**src/rtl/dmx_pkg.sv**
```systemverilog
package dmx_pkg;
   // Increment with wrap to zero after the given last value.
   function automatic logic [7:0] wrap_next(input logic [7:0] cur, input logic [7:0] last);
      return (cur == last) ? 8'd0 : cur + 8'd1;
   endfunction
endpackage

```
**src/rtl/dmx_scan_timer.sv**
```systemverilog
module dmx_scan_timer #(
   parameter int SLOT_TICKS = 8,
   parameter int NUM_ROWS   = 7,
   parameter int ROW_W      = 3,
   parameter int TK_W       = 3
) (
   input  logic             clk,
   input  logic             rst_n,
   output logic [TK_W-1:0]  tick,
   output logic             slot_end,
   output logic [ROW_W-1:0] row,
   output logic [ROW_W-1:0] row_next,
   output logic             frame_par
);
   logic [TK_W-1:0]  tk_q;
   logic [ROW_W-1:0] row_q;
   logic             frame_q;

   assign tick      = tk_q;
   assign row       = row_q;
   assign frame_par = frame_q;
   assign slot_end  = (tk_q == TK_W'(SLOT_TICKS-1));
   assign row_next  = ROW_W'(dmx_pkg::wrap_next(8'(row_q), 8'(NUM_ROWS-1)));

   always_ff @(posedge clk) begin
      if (!rst_n) begin
         tk_q    <= '0;
         row_q   <= ROW_W'(NUM_ROWS-1);
         frame_q <= 1'b1;
      end else begin
         tk_q <= slot_end ? '0 : tk_q + TK_W'(1);
         if (slot_end) begin
            row_q <= row_next;
            if (row_next == '0) frame_q <= ~frame_q;
         end
      end
   end

   p_row_range_r2: assert property (@(posedge clk) disable iff (!rst_n)
      row_q <= ROW_W'(NUM_ROWS-1));
   p_row_hold_r2: assert property (@(posedge clk) disable iff (!rst_n)
      !slot_end |=> $stable(row_q));
   p_row_wrap_r2: assert property (@(posedge clk) disable iff (!rst_n)
      (!$stable(row_q) && row_q == '0) |-> $past(row_q) == ROW_W'(NUM_ROWS-1));
   p_row_step_r2: assert property (@(posedge clk) disable iff (!rst_n)
      (!$stable(row_q) && row_q != '0) |-> row_q == $past(row_q) + ROW_W'(1));
endmodule

```
**src/rtl/dmx_glyph_fetch.sv**
```systemverilog
module dmx_glyph_fetch #(
   parameter int NUM_DIGITS = 4,
   parameter int CODE_W     = 7,
   parameter int NUM_COLS   = 5,
   parameter int ROW_W      = 3,
   parameter int TK_W       = 3
) (
   input  logic                           clk,
   input  logic                           rst_n,
   input  logic [TK_W-1:0]                tick,
   input  logic [ROW_W-1:0]               row_next,
   input  logic [NUM_DIGITS*CODE_W-1:0]   char_codes,
   input  logic [NUM_COLS-1:0]            glyph_cols,
   output logic [CODE_W-1:0]              glyph_code,
   output logic [ROW_W-1:0]               glyph_row,
   output logic [NUM_DIGITS*NUM_COLS-1:0] shadow
);
   localparam int DIG_W = $clog2(NUM_DIGITS);

   logic                                   req;
   logic [DIG_W-1:0]                       idx;
   logic                                   pend_q;
   logic [DIG_W-1:0]                       pidx_q;
   logic [NUM_DIGITS-1:0][NUM_COLS-1:0]    shad_q;

   // Digit d is requested at tick d of the slot; the answer is taken the cycle after.
   assign req        = (tick < TK_W'(NUM_DIGITS));
   assign idx        = tick[DIG_W-1:0];
   assign glyph_code = req ? char_codes[idx*CODE_W +: CODE_W] : '0;
   assign glyph_row  = row_next;
   assign shadow     = shad_q;

   always_ff @(posedge clk) begin
      if (!rst_n) begin
         pend_q <= 1'b0;
         pidx_q <= '0;
         shad_q <= '0;
      end else begin
         pend_q <= req;
         pidx_q <= idx;
         if (pend_q) shad_q[pidx_q] <= glyph_cols;
      end
   end
endmodule

```
**src/rtl/dmx_col_drive.sv**
```systemverilog
module dmx_col_drive #(
   parameter int NUM_DIGITS = 4,
   parameter int NUM_COLS   = 5
) (
   input  logic                           clk,
   input  logic                           rst_n,
   input  logic                           load,
   input  logic                           frame_par,
   input  logic [NUM_DIGITS*NUM_COLS-1:0] shadow,
   input  logic [NUM_DIGITS-1:0]          cursor_bits,
   input  logic                           cursor_en,
   input  logic [NUM_DIGITS-1:0]          digit_en,
   output logic [NUM_DIGITS*NUM_COLS-1:0] col_out
);
   logic [NUM_DIGITS*NUM_COLS-1:0] pat_q;
   logic [NUM_DIGITS-1:0]          cur_q;
   logic [NUM_DIGITS-1:0]          en_q;

   always_ff @(posedge clk) begin
      if (!rst_n) begin
         pat_q <= '0;
         cur_q <= '0;
         en_q  <= '0;
      end else begin
         en_q <= digit_en;
         if (load) begin
            pat_q <= shadow;
            cur_q <= cursor_bits & {NUM_DIGITS{cursor_en}};
         end
      end
   end

   for (genvar d = 0; d < NUM_DIGITS; d++) begin : g_digit
      // Cursor cells light only on even-parity frames: half the on-time.
      assign col_out[d*NUM_COLS +: NUM_COLS] =
         !en_q[d]  ? '0 :
         cur_q[d]  ? {NUM_COLS{~frame_par}} :
                     pat_q[d*NUM_COLS +: NUM_COLS];

      p_blank_r7: assert property (@(posedge clk) disable iff (!rst_n)
         !digit_en[d] |=> col_out[d*NUM_COLS +: NUM_COLS] == '0);
   end
endmodule

```
**src/rtl/dmx_refresh_scanner.sv**
```systemverilog
module dmx_refresh_scanner #(
   parameter int NUM_DIGITS = 4,
   parameter int NUM_COLS   = 5,
   parameter int NUM_ROWS   = 7,
   parameter int CODE_W     = 7,
   parameter int SLOT_TICKS = 8,
   localparam int ROW_W     = $clog2(NUM_ROWS),
   localparam int TK_W      = $clog2(SLOT_TICKS)
) (
   input  logic                           clk,
   input  logic                           rst_n,
   input  logic [NUM_DIGITS*CODE_W-1:0]   char_codes,
   input  logic [NUM_DIGITS-1:0]          cursor_bits,
   input  logic                           cursor_en,
   input  logic [NUM_DIGITS-1:0]          digit_en,
   output logic [CODE_W-1:0]              glyph_code,
   output logic [ROW_W-1:0]               glyph_row,
   input  logic [NUM_COLS-1:0]            glyph_cols,
   output logic [ROW_W-1:0]               row_sel,
   output logic [NUM_DIGITS*NUM_COLS-1:0] col_out
);
   if (NUM_DIGITS < 2)              $error("NUM_DIGITS must be at least 2");
   if (SLOT_TICKS < NUM_DIGITS + 2) $error("SLOT_TICKS too short to fetch every digit");
   if (NUM_ROWS < 2 || ROW_W > 8)   $error("NUM_ROWS out of range");

   logic [TK_W-1:0]  tick;
   logic             slot_end;
   logic [ROW_W-1:0] row_next;
   logic             frame_par;
   logic [NUM_DIGITS*NUM_COLS-1:0] shadow;

   dmx_scan_timer #(
      .SLOT_TICKS(SLOT_TICKS), .NUM_ROWS(NUM_ROWS), .ROW_W(ROW_W), .TK_W(TK_W)
   ) u_timer (
      .clk(clk), .rst_n(rst_n), .tick(tick), .slot_end(slot_end),
      .row(row_sel), .row_next(row_next), .frame_par(frame_par)
   );

   dmx_glyph_fetch #(
      .NUM_DIGITS(NUM_DIGITS), .CODE_W(CODE_W), .NUM_COLS(NUM_COLS),
      .ROW_W(ROW_W), .TK_W(TK_W)
   ) u_fetch (
      .clk(clk), .rst_n(rst_n), .tick(tick), .row_next(row_next),
      .char_codes(char_codes), .glyph_cols(glyph_cols),
      .glyph_code(glyph_code), .glyph_row(glyph_row), .shadow(shadow)
   );

   dmx_col_drive #(
      .NUM_DIGITS(NUM_DIGITS), .NUM_COLS(NUM_COLS)
   ) u_drive (
      .clk(clk), .rst_n(rst_n), .load(slot_end), .frame_par(frame_par),
      .shadow(shadow), .cursor_bits(cursor_bits), .cursor_en(cursor_en),
      .digit_en(digit_en), .col_out(col_out)
   );

   p_hold_r8: assert property (@(posedge clk) disable iff (!rst_n)
      (!slot_end && $stable(digit_en)) |=> $stable(col_out));
endmodule

```
**config.mk**
```make
export PLATFORM = sky130hd
export DESIGN_NAME = dmx_refresh_scanner
export DESIGN_NICKNAME = d
export VERILOG_FILES = /design/src/rtl/dmx_pkg.sv /design/src/rtl/dmx_scan_timer.sv /design/src/rtl/dmx_glyph_fetch.sv /design/src/rtl/dmx_col_drive.sv /design/src/rtl/dmx_refresh_scanner.sv
export SDC_FILE = /design/constraint.sdc
export NUM_CORES = 1
export LEC_CHECK = 0
export BUFFER_PORTS_ARGS = -buffer_cell sky130_fd_sc_hd__buf_2
export CORE_UTILIZATION = 53
export CTS_BUF_LIST = sky130_fd_sc_hd__clkbuf_2 sky130_fd_sc_hd__clkbuf_4 sky130_fd_sc_hd__clkbuf_8
export CTS_CLUSTER_SIZE = 8
export DETAILED_ROUTE_END_ITERATION = 8
export PLACE_DENSITY = 0.82
export SETUP_SLACK_MARGIN = 0.05
export SYNTH_ARGS = -nofsm -noshare
export SYNTH_HDL_FRONTEND = slang
export SYNTH_SLANG_ARGS = --single-unit
```
**constraint.sdc**
```tcl
create_clock -name clk -period 1.8 [get_ports clk]
set_clock_uncertainty 0.05 [all_clocks]
set_input_delay 0.36 -clock clk [delete_from_list [all_inputs] [get_ports clk]]
set_output_delay 0.36 -clock clk [all_outputs]
set_load 0.05 [all_outputs]
```
==> Word-level counts from Yosys, hierarchy flattened <==
Cells that the tools add are included.
{ "op_classes": {"n_addsub": 2, "mul": 1, "magnitude_cmp": 3, "eq_ne": 2, "n_shift": 1, "mux": 13, "n_bitwise": 3, "n_reduce_logical": 4} }
{ "ops": {"columns": ["operator", "n"], "rows": [
  ["two-way mux 5 bit", 9],
  ["variable part select 28 x 6 -> 7 bit", 1],
  ["bitwise mux 20 bit", 1],
  ["demux 5 bit (select 2 bit)", 1],
  ["two-way mux 7 bit", 1],
  ["adder 3 x 1 -> 3 bit (second input constant)", 2],
  ["equality test 3 bit (second input constant)", 2],
  ["multiplier 2 x 3 -> 5 bit (second input constant)", 1],
  ["bitwise AND 4 bit", 1],
  ["zero test 3 bit", 1],
  ["less-than comparator 2 x 3 -> 1 bit (second input constant)", 1],
  ["less-than comparator 3 bit (second input constant)", 1],
  ["two-way mux 3 bit", 1],
  [">= comparator 2 x 1 -> 1 bit (second input constant)", 1],
  ["NOT 1 bit", 2],
  ["AND reduction 2 bit", 1],
  ["OR reduction 2 bit", 1],
  ["logical AND 1 bit", 1]
]} }
{ "totals": {"register_bits": 58, "in_bits": 44, "output_inout_bits": 33} }

==> Depth between registers and ports, before layout <==
Gate-level depths: netlist (run 1).
{ "logic_depth": {"word_depth": 5, "mapped_depth": 6, "mapped_depth_nobuf": 4} }

==> By module <==
From an unflattened synthesis (run 1), not the netlist that was laid out.
{ "hier_totals": {"cells_unflattened": 255, "area_unflattened_um2": 2646.3} }
{ "modules_own_cells": {"columns": ["module", "n_inst", "cells_per_inst", "area_per_inst_um2", "seq_area_each_um2"], "rows": [
  ["dmx_col_drive", 1, 114, 1231.2, 560.5],
  ["dmx_glyph_fetch", 1, 107, 1077.3, 460.4],
  ["dmx_scan_timer", 1, 34, 337.8, 140.1]
]} }

==> Worst setup path before layout (run 1) <==
No wires, ideal clock.
{ "synth_timing": {"path_kind": "register to output", "from": "reg u_timer.row_q[2], in the netlist u_timer.row[2]", "to": "out glyph_row[2]", "arrival_time_ns": 1.921, "t_required_ns": 1.390, "setup_slack_ns": -0.531, "stages_incl_launch_ff": 3, "cell_sequence": "dfxtp_1 inv_1 o21ai_0"} }
{ "synth_via": {"elab_chain_cells": 2, "elab_cells_between_ends": 3} }
{ "synth_lines": {"columns": ["element", "line_no", "source"], "rows": [
  ["start, declared", "dmx_scan_timer.sv:16", "logic [ROW_W-1:0] row_q;"],
  ["start signal, assigned", "dmx_scan_timer.sv:28", "row_q <= ROW_W'(NUM_ROWS-1);"],
  ["start signal, assigned", "dmx_scan_timer.sv:33", "row_q <= row_next;"],
  ["adder 3 x 1 -> 3 bit / equality test 3 bit (equally long branches)", "dmx_pkg.sv:4", "return (cur == last) ? 8'd0 : cur + 8'd1;"],
  ["two-way mux 3 bit *", "dmx_pkg.sv:4", null],
  ["end, declared", "dmx_refresh_scanner.sv:17", "output logic [ROW_W-1:0] glyph_row,"]
]} }
Mark *: on every way between the ends. The rest lies on a longest branch, timed or not.

==> Final worst setup path (run 1) <==
{ "layout_timing": {"from": "reg u_timer.tk_q[1], in the netlist u_timer.tick[1]", "to": "out glyph_code[3]"} }
{ "layout_via": {"elab_chain_cells": 3, "elab_cells_between_ends": 4} }
{ "layout_lines": {"columns": ["element", "line_no", "source"], "rows": [
  ["start, declared", "dmx_scan_timer.sv:15", "logic [TK_W-1:0] tk_q;"],
  ["start signal, assigned", "dmx_scan_timer.sv:31", "tk_q <= slot_end ? '0 : tk_q + TK_W'(1);"],
  ["multiplier 2 x 3 -> 5 bit", "dmx_glyph_fetch.sv:29", "assign glyph_code = req ? char_codes[idx*CODE_W +: CODE_W] : '0;"],
  ["variable part select 28 x 6 -> 7 bit", "dmx_glyph_fetch.sv:29", null],
  ["two-way mux 7 bit *", "dmx_glyph_fetch.sv:29", null],
  ["end, declared", "dmx_refresh_scanner.sv:16", "output logic [CODE_W-1:0] glyph_code,"]
]} }
Marks and branches as above.

==> results of run 1 <==
-- cells in the final DEF, fill, tap and decap left out, types with 3 or more instances in the layout --
cell type / instances
buf_2: 48
buf_6: 18
nand3_1: 4
o22ai_2: 4
nand2b_1: 8
nand2_1: 25
o22ai_1: 3
dfxtp_4: 5
clkbuf_8: 11
bufinv_16: 3
a21boi_0: 4
and2_1: 7
dfxtp_2: 6
dfxtp_1: 47
nand3b_1: 3
a21boi_2: 4
mux2i_1: 48
nor2b_1: 21
and3b_1: 3
o21a_1: 18
mux2i_2: 5
buf_4: 20
-- power by group through the flow --
stage          Sequential [mW]  Clock (mW)  Combinational [mW]
3_5_place_dp              1.37           0               0.360
4_1_cts                   1.34        1.52               0.410
3_3_place_gp              1.36           0               0.356
6_report                  1.34        1.51               0.451
2_1_floorplan             1.36           0               0.257
5_1_grt                   1.34        1.59               0.476
-- registers in the layout (all words and copies together), names as in the netlist --
name,count
u_fetch.shadow,20
u_timer.row,3
u_drive.en_q,4
u_drive.cur_q,4
u_drive.pat_q,20
u_fetch.pend_q,1
u_fetch.pidx_q,2
u_timer.frame_par,1
u_timer.tick,3
-- per-layer routing --
metal | wire length (um) | up-vias
met5 | 0 | -
met4 | 104 | 0
met3 | 329 | 10
met2 | 2900 | 89
met1 | 2580 | 997
li1 | - | 1061
-- final cells by class --
cell class / count / share of cell area [%]
clock buffers: 11 / 4.24
multi-input cells: 179 / 39.6
repair buffers: 89 / 18.1
clock inverters: 5 / 2.80
inverters: 1 / 0.105
well taps: 54 / 1.89
flip-flops and latches: 58 / 33.2
-- worst reg2reg max path, delay by kind of cell (launching register included) --
kind,cells,cell delay (ps)
AOI/OAI and AO/OA,1,210
and+or+nand+nor,1,190
DFF,1,390
adders and majority gates,2,320
buffers and inverters,2,320
-- kinds of logic (layout without fill, tap and decap cells) --
logic type | after synthesis | count (layout) | synth area share, %
DFF | 58 | 58 | 45.1
and+or+nand+nor | 78 | 78 | 17.1
adders and majority gates | 2 | 2 | 0.971
muxes | 55 | 55 | 21.4
buffers and inverters | 19 | 106 | 3.40
AOI/OAI and AO/OA | 44 | 44 | 12.1
-- repair_timing --
item / in CTS / in global routing
pin swaps: 3 / 5
setup buffers: 1 / 1
gates cloned: 1 / 0
hold endpoints to repair: 0 / 0
setup endpoints to repair: 26 / 28
resized for setup: 47 / 36
-- path summary, 6_finish.rpt --
check,startpoint,endpoint,slack (ps)
worst max-delay path,u_timer.tick[1],glyph_code[3],-10
worst min-delay path,digit_en[3],u_drive.en_q[3],180
worst max register to register,u_timer.tick[1],u_timer.row[0],210
worst min register to register,u_timer.tick[2],u_fetch.pend_q,410
==> results_dict.tcl, run 1 <==
set metrics [dict create \
    r2r_cells 6 \
    busiest_layer "met2" \
    synth_edf_count 0 \
    place_inst 378 \
    clock-sinks 58 \
    peakVddDrop_mv 0.517 \
    internal_power_mw 2.51 \
    ctsLongestPathBuffers 2 \
    synth_cell_type_count 29 \
    violations "setup timing" \
    finalSetupViolCount 1 \
    pwr-share-seq_pct 40.6 \
    grt_setup_unrepaired "yes" \
    worstMarginPinSlew_ps 371 \
    avgRoutedWirePerCell_um 14.9 \
    fin_ws_ps -12.0 \
    core_mm2 0.00469 \
    synth_cells 256 \
    yosysSeqAreaShare_pct 45.1 \
    dieWidth_um 71.7 \
    path_class "reg2out" \
    antenna_found_initial 0 \
    diodes 0 \
    maxCapViolCount 0 \
    grt.met3_usage_pct 8.30 \
    tns_ps -12.0 \
    fmax_mhz 552 \
    p_leak_nw 1.52 \
    hold_ws_ps 179 \
    syn_area_mm2 0.00258 \
    dr.first_iter.drc_count 81 \
    max_stage_delay_ps 390 \
    yosys_warnings 0 \
    cts_root_buf "clkbuf_8" \
    swShare_pct 23.7 \
    final_area_mm2 0.00357 \
    holdPathStages 2 \
    die_height_um 71.7 \
    finalMaxSlewViolations 0 \
    critPathBufInv 2 \
    cpLargestDelayFamily "flip-flops" \
    ys_seq_elements 58 \
    status "finished, violations left" \
    grt_first_pass_wirelength_mm 9.14 \
    synth_area_leaders "dfxtp_1 (45%), mux2i_1 (21%), o21a_1 (5.2%), nor2b_1 (5.1%), nand2_1 (3.6%)" \
    drc_errors 0 \
    cts_tree "done" \
    syn_to_final_growth_pct 38.8 \
    die-area_mm2 0.00514 \
    clk_pin_slew_worst_paths_ps 70 \
    min_path_type "in2reg" \
    cp-end-kind "primary output" \
    relSlewSlack_pct 75.2 \
    gr-total-overflow 0 \
    synth_top_area_share_pct 45.1 \
    yosys_most_used_dff "dfxtp_1" \
    crit_slowest_cell "dfxtp_4" \
    synth_nets 302 \
    syn_area_per_cell_um2 10.1 \
    synthArstFlopShare_pct 0 \
    crit_path_cell_trace "buf_16 -> mux2i_2 -> o22ai_2 -> buf_6" \
    met2_usage_pct 39.0 \
    nNetsFinal 384 \
    cp.depth 4 \
    grt_use_met1_pct 28.0 \
    synthMostInstantiatedCell "dfxtp_1" \
    h-tree-depth 3 \
    worstPathMaxFanout 7 \
    fin_cells 397 \
    clk_latency_ps 340 \
    rows 25 \
    cts_made_buffers 9 \
    start_util_pct 54.9 \
    firstDrtPassIters 5 \
    drt_wl_total_mm 5.91 \
    multi_input_area_mm2 0.00142 \
    cts-hold-fix-buffers 0 \
    portBuffers 76 \
    fin_crit_ps 1810 \
    synth_common_cells "dfxtp_1 (58), mux2i_1 (55), nand2_1 (25)" \
    final_antenna_net_count 0 \
    dpl.hpwl_mm 3.77 \
    critPathArrivalTime_ps 1400 \
    seqCellArea_mm2 0.00119 \
    hold_viol 0 \
    cp.required_ps 1390 \
    pin_count 77 \
    final_core_util_pct 76.2 \
    switching_power_mw 0.782 \
    startpoint_type "register" \
    combinationalPowerShare_pct 13.7 \
    yosysTopAreaCell "dfxtp_1" \
    grt_max_degree 24 \
    fin_crit_sh_pct 101 \
    power.density_mw_per_mm2 922 \
    routed_via_density 5.43 \
    vias 2157 \
    dpl_cell_area_mm2 0.00304 \
    fillers 297 \
    layout-drive-gt1-share_pct 39.1 \
    grt_usage_pct 23.6 \
    grt_pass1_vias 1986 \
    dp_slack_ps 227 \
    p_total_mw 3.30 \
    power.share.clock_pct 45.8 \
    finalWeightedCongestion 0.755 \
]
No activity file was read; power rests on OpenSTA's default activity.
==> run 2, diff against run 1 <==
- CELL_PAD_IN_SITES_DETAIL_PLACEMENT: unset -> 1
- CELL_PAD_IN_SITES_GLOBAL_PLACEMENT: unset -> 1
- CORE_UTILIZATION: 53 -> 40
- PLACE_DENSITY: 0.82 -> unset
- PLACE_DENSITY_LB_ADDON: unset -> 0.1
==> run 2 against run 1 <==
Cell area up 0.94%. Sequential cell count unchanged. Combinational power up 8.9%. Sequential share of layout area down 0.48 points. Core utilization down 17 points. Non-clock buffer count down 1. Largest power group is now sequential cells. Critical path type unchanged. The run still ends with setup timing left. Worst hold slack better by 1.2 ps. Fmax down 1.2%. Die area up 32%.
==> results_dict.tcl, run 2 (synthesis results as in run 1) <==
set metrics [dict create \
    finalSetupViolCount 3 \
    clock-sinks 58 \
    switching_power_mw 0.788 \
    final_area_mm2 0.00361 \
    fin_ws_ps -33.7 \
    grt_max_degree 23 \
    startpoint_type "register" \
    p_leak_nw 1.51 \
    wl_met2_mm 3.57 \
    antenna_found_initial 0 \
    start_util_pct 42.5 \
    layout-drive-gt1-share_pct 40.5 \
    grt_setup_unrepaired "yes" \
    firstDrtPassIters 4 \
    nNetsFinal 383 \
    grt_first_pass_wirelength_mm 10.7 \
    path_class "reg2out" \
    min_path_type "in2reg" \
    crit_path_cell_trace "buf_16 -> mux2i_1 -> o22ai_2 -> buf_6" \
    worstMarginPinSlew_ps 374 \
    rows 28 \
    routed_via_density 5.15 \
    worstPathMaxFanout 7 \
    final_core_util_pct 59.5 \
    diodes 0 \
    gr-total-overflow 0 \
    clk_pin_slew_worst_paths_ps 60 \
    peakVddDrop_mv 0.472 \
    syn_to_final_growth_pct 40.1 \
    fin_crit_sh_pct 102 \
    h-tree-depth 3 \
    tns_ps -57.8 \
    status "finished, violations left" \
    fin_crit_ps 1830 \
    grt_pass1_vias 2210 \
    cts_tree "done" \
    crit_slowest_cell "dfxtp_4" \
    dpl.hpwl_mm 4.53 \
    dr.first_iter.drc_count 42 \
    cts_root_buf "clkbuf_8" \
    maxCapViolCount 0 \
    die_height_um 82.3 \
    cp.required_ps 1390 \
    finalMaxSlewViolations 0 \
    top_layer "met4" \
    max_stage_delay_ps 390 \
    swShare_pct 25.5 \
    dieWidth_um 82.3 \
    relSlewSlack_pct 75.1 \
    drc_errors 0 \
    drt_wl_total_mm 6.99 \
    cts_made_buffers 9 \
    finalWeightedCongestion 0.696 \
    p_total_mw 3.09 \
    cpLargestDelayFamily "flip-flops" \
    vias 2144 \
    pwr-share-seq_pct 43.3 \
    clk_latency_ps 340 \
    critPathArrivalTime_ps 1420 \
    final_antenna_net_count 0 \
    internal_power_mw 2.30 \
    avgRoutedWirePerCell_um 16.8 \
    met3_length_um 282 \
    fmax_mhz 545 \
    mostFrequentLayoutCells "buf_2 (48), dfxtp_1 (48), mux2i_1 (44)" \
    pin_count 77 \
    violations "setup timing" \
    ctsLongestPathBuffers 2 \
    grt_usage_pct 21.6 \
    core_mm2 0.00606 \
    dpl_cell_area_mm2 0.00308 \
    critPathBufInv 2 \
    cp-end-kind "primary output" \
    hold_viol 0 \
    wl_met1_mm 3.02 \
    portBuffers 76 \
    power.share.clock_pct 40.8 \
    power.density_mw_per_mm2 857 \
    combinationalPowerShare_pct 15.9 \
    die-area_mm2 0.00677 \
]
run 2: cell types whose count changed in the layout (fill, tap and decap cells not counted), moves of 3 or more:
cell	previous run	this run
mux2i_1	48	44
o22ai_1	3	0
o22ai_2	4	7
buf_4	20	14
mux2i_2	5	9
buf_6	18	23
run 2: path summary, 6_finish.rpt:
path                     start           endpoint  slack (ps)  cells after the start
min reg2reg  u_fetch.shadow[7]  u_fetch.shadow[7]         410                      2
max            u_timer.tick[1]      glyph_code[5]         -30                      4
max reg2reg    u_timer.tick[1]  u_drive.pat_q[14]         160                      6
min                digit_en[3]    u_drive.en_q[3]         180                      2
run 2: area by class of cell:
| type | count | area (um^2) |
|---|---|---|
| well taps | 75 | 93.8 |
| flip-flops and latches | 58 | 1180 |
| clock buffers | 13 | 173 |
| fillers | 674 | 2450 |
| multi-input cells | 179 | 1450 |
| clock inverters | 2 | 35.0 |
| inverters | 1 | 3.75 |
| repair buffers | 88 | 672 |
run 2: layer usage:
metal / GRT usage [%] / up-vias
li1: - / 1058
met5: 0 / -
met1: 25.4 / 1013
met3: 4.84 / 12
met2: 37.4 / 61
met4: 9.65 / 0
run 2: repair_timing:
item,in CTS,in global routing
pin swaps,6,1
gates cloned,1,0
buffers inserted,1,0
resized for setup,72,19
hold buffers,0,0
endpoints found under the setup margin,28,25
run 2: metrics by stage:
| step | hold slack [ps] | cells | setup WS (ps) |
|---|---|---|---|
| after floorplan | 375 | 256 | -172 |
| after global placement | 397 | 399 | 246 |
| after detailed placement | 408 | 399 | 184 |
| after CTS | 165 | 416 | 9.70 |
| after global routing | 172 | 416 | -66.1 |
| final | 180 | 416 | -33.7 |
run 2: power groups by stage:
stage          sequential (mW)  combinational [mW]  clock [mW]
3_5_place_dp              1.37               0.370           0
4_1_cts                   1.34               0.464        1.28
2_1_floorplan             1.36               0.257           0
5_1_grt                   1.34               0.516        1.33
6_report                  1.34               0.491        1.26
3_3_place_gp              1.36               0.363           0
==> run 3, diff against run 2 <==
- PLACE_DENSITY: unset -> 0.84
- PLACE_DENSITY_LB_ADDON: 0.1 -> unset
==> run 3 against run 2 <==
The flow still finishes with violations (setup timing). Global-route usage shrank 0.44 points. Via count rose by 1.2%. Sequential power hardly changed. First-iteration DRC count rose by 31%. Register-to-register slack about the same. Non-clock buffer count is 2 higher. Critical path depth did not move. Worst setup slack improved by 17 ps. Routed wire length fell by 3.7%. Clock-buffer cell count is 1 lower. Highest routed layer unchanged.
==> results_dict.tcl, run 3 (synthesis results as in run 1) <==
set metrics [dict create \
    grt_max_degree 27 \
    path_class "reg2out" \
    finalMaxSlewViolations 0 \
    core_mm2 0.00606 \
    cp.required_ps 1390 \
    final_core_util_pct 58.5 \
    fin_crit_ps 1820 \
    tns_ps -16.4 \
    mostFrequentLayoutCells "buf_2 (48), dfxtp_1 (47), mux2i_1 (46)" \
    diodes 0 \
    fmax_mhz 551 \
    fin_ws_ps -16.4 \
    grt_setup_unrepaired "yes" \
    dpl_cell_area_mm2 0.00307 \
    status "finished, violations left" \
    dpl.hpwl_mm 4.53 \
    maxCapViolCount 0 \
    violations "setup timing" \
    nNetsFinal 385 \
    pin_count 77 \
    dieWidth_um 82.3 \
    grt_pass1_vias 2266 \
    portBuffers 76 \
    cts_root_buf "clkbuf_8" \
    r2r_start "u_timer.tick[1]" \
    finalSetupViolCount 1 \
    worstHoldEndpoint "u_drive.en_q[3]" \
    power.density_mw_per_mm2 804 \
    syn_to_final_growth_pct 37.5 \
    grt_first_pass_wirelength_mm 10.5 \
    cts_made_buffers 9 \
    startpoint_type "register" \
    r2r_cells 6 \
    die-area_mm2 0.00677 \
    final_antenna_net_count 0 \
    drt_wl_total_mm 6.73 \
    hold_ws_ps 178 \
    firstDrtPassIters 4 \
    layout-drive-gt1-share_pct 39.4 \
    worstSetupStartpoint "u_timer.tick[1]" \
    grt_usage_pct 21.2 \
    rrSetupSlack_ps 150 \
    holdPathStages 2 \
    dr.first_iter.drc_count 55 \
    worstPathMaxFanout 7 \
    antenna_found_initial 0 \
    cts-hold-fix-buffers 0 \
    fillers 694 \
    critPathArrivalTime_ps 1410 \
    start_util_pct 42.5 \
    cts_tree "done" \
    gr-total-overflow 0 \
    routed_via_density 5.19 \
    r2r-end "u_drive.pat_q[15]" \
    clock-sinks 58 \
    hold_viol 0 \
    final_area_mm2 0.00354 \
    h-tree-depth 3 \
    finalWeightedCongestion 0.843 \
    vias 2170 \
    cp-end-kind "primary output" \
    avgRoutedWirePerCell_um 16.1 \
    min_path_type "in2reg" \
    fin_crit_sh_pct 101 \
    peakVddDrop_mv 0.499 \
    ctsLongestPathBuffers 2 \
    final_common_cell "buf_2" \
    p_leak_nw 1.49 \
    clk_pin_slew_worst_paths_ps 60 \
    relSlewSlack_pct 71.0 \
    worstMarginPinSlew_ps 436 \
    hold_start "digit_en[3]" \
    clk_latency_ps 340 \
    drc_errors 0 \
    die_height_um 82.3 \
    rows 28 \
]
run 3: repair_timing:
action                                  CTS  global route
resized for setup                        48            37
pin swaps                                 3             3
setup buffers                             1             2
cloned                                    1             0
endpoints found under the setup margin   27            28
run 3: final cells by class:
| class | count | area [um^2] | share of cell area (%) |
|---|---|---|---|
| multi-input cells | 179 | 1430 | 40.2 |
| flip-flops and latches | 58 | 1190 | 33.5 |
| repair buffers | 90 | 659 | 18.6 |
| clock buffers | 12 | 159 | 4.48 |
| well taps | 75 | 93.8 | 2.65 |
| clock inverters | 3 | 15.0 | 0.424 |
| inverters | 1 | 3.75 | 0.106 |
run 3: power by group:
| part | switching [mW] | internal (mW) |
|---|---|---|
| combinational | 0.242 | 0.213 |
| clock | 0.482 | 0.574 |
| sequential | 0.0265 | 1.31 |
| total | 0.750 | 2.10 |
run 3: stage by stage:
step                std cells  setup slack (ps)  power [mW]
floorplan                 256              -172        1.62
global placement          399               260        1.72
detailed placement        399               208        1.73
CTS                       416             -20.3        2.83
global route              418             -70.3        2.97
finish                    418             -16.4        2.85
run 3: worst max-delay path, cell delays in order (launching register included):
cell     delay (ps)
dfxtp_4         390
buf_12          150
mux2i_2         230
o22ai_1         100
buf_4           200
run 3: how the worst max path moves through the flow:
| stage | to | slack, ps | cells past startpoint |
|---|---|---|---|
| finish | glyph_code[5] | -20 | 4 |
| global route | glyph_code[5] | -70 | 4 |
| CTS | glyph_code[0] | -20 | 4 |
| detailed placement | glyph_code[1] | 210 | 3 |
| global placement | glyph_code[2] | 260 | 3 |
| floorplan | glyph_code[0] | -170 | 4 |
run 3: routing by layer:
layer / global-route usage (%) / up-vias / share of wire, % / wire, um
li1: - / 1062 / - / -
met1: 23.8 / 1032 / 43 / 2880
met2: 36.9 / 66 / 51 / 3450
met3: 4.73 / 10 / 3.8 / 258
met4: 11.6 / 0 / 2.1 / 139
met5: 0 / - / 0 / 0
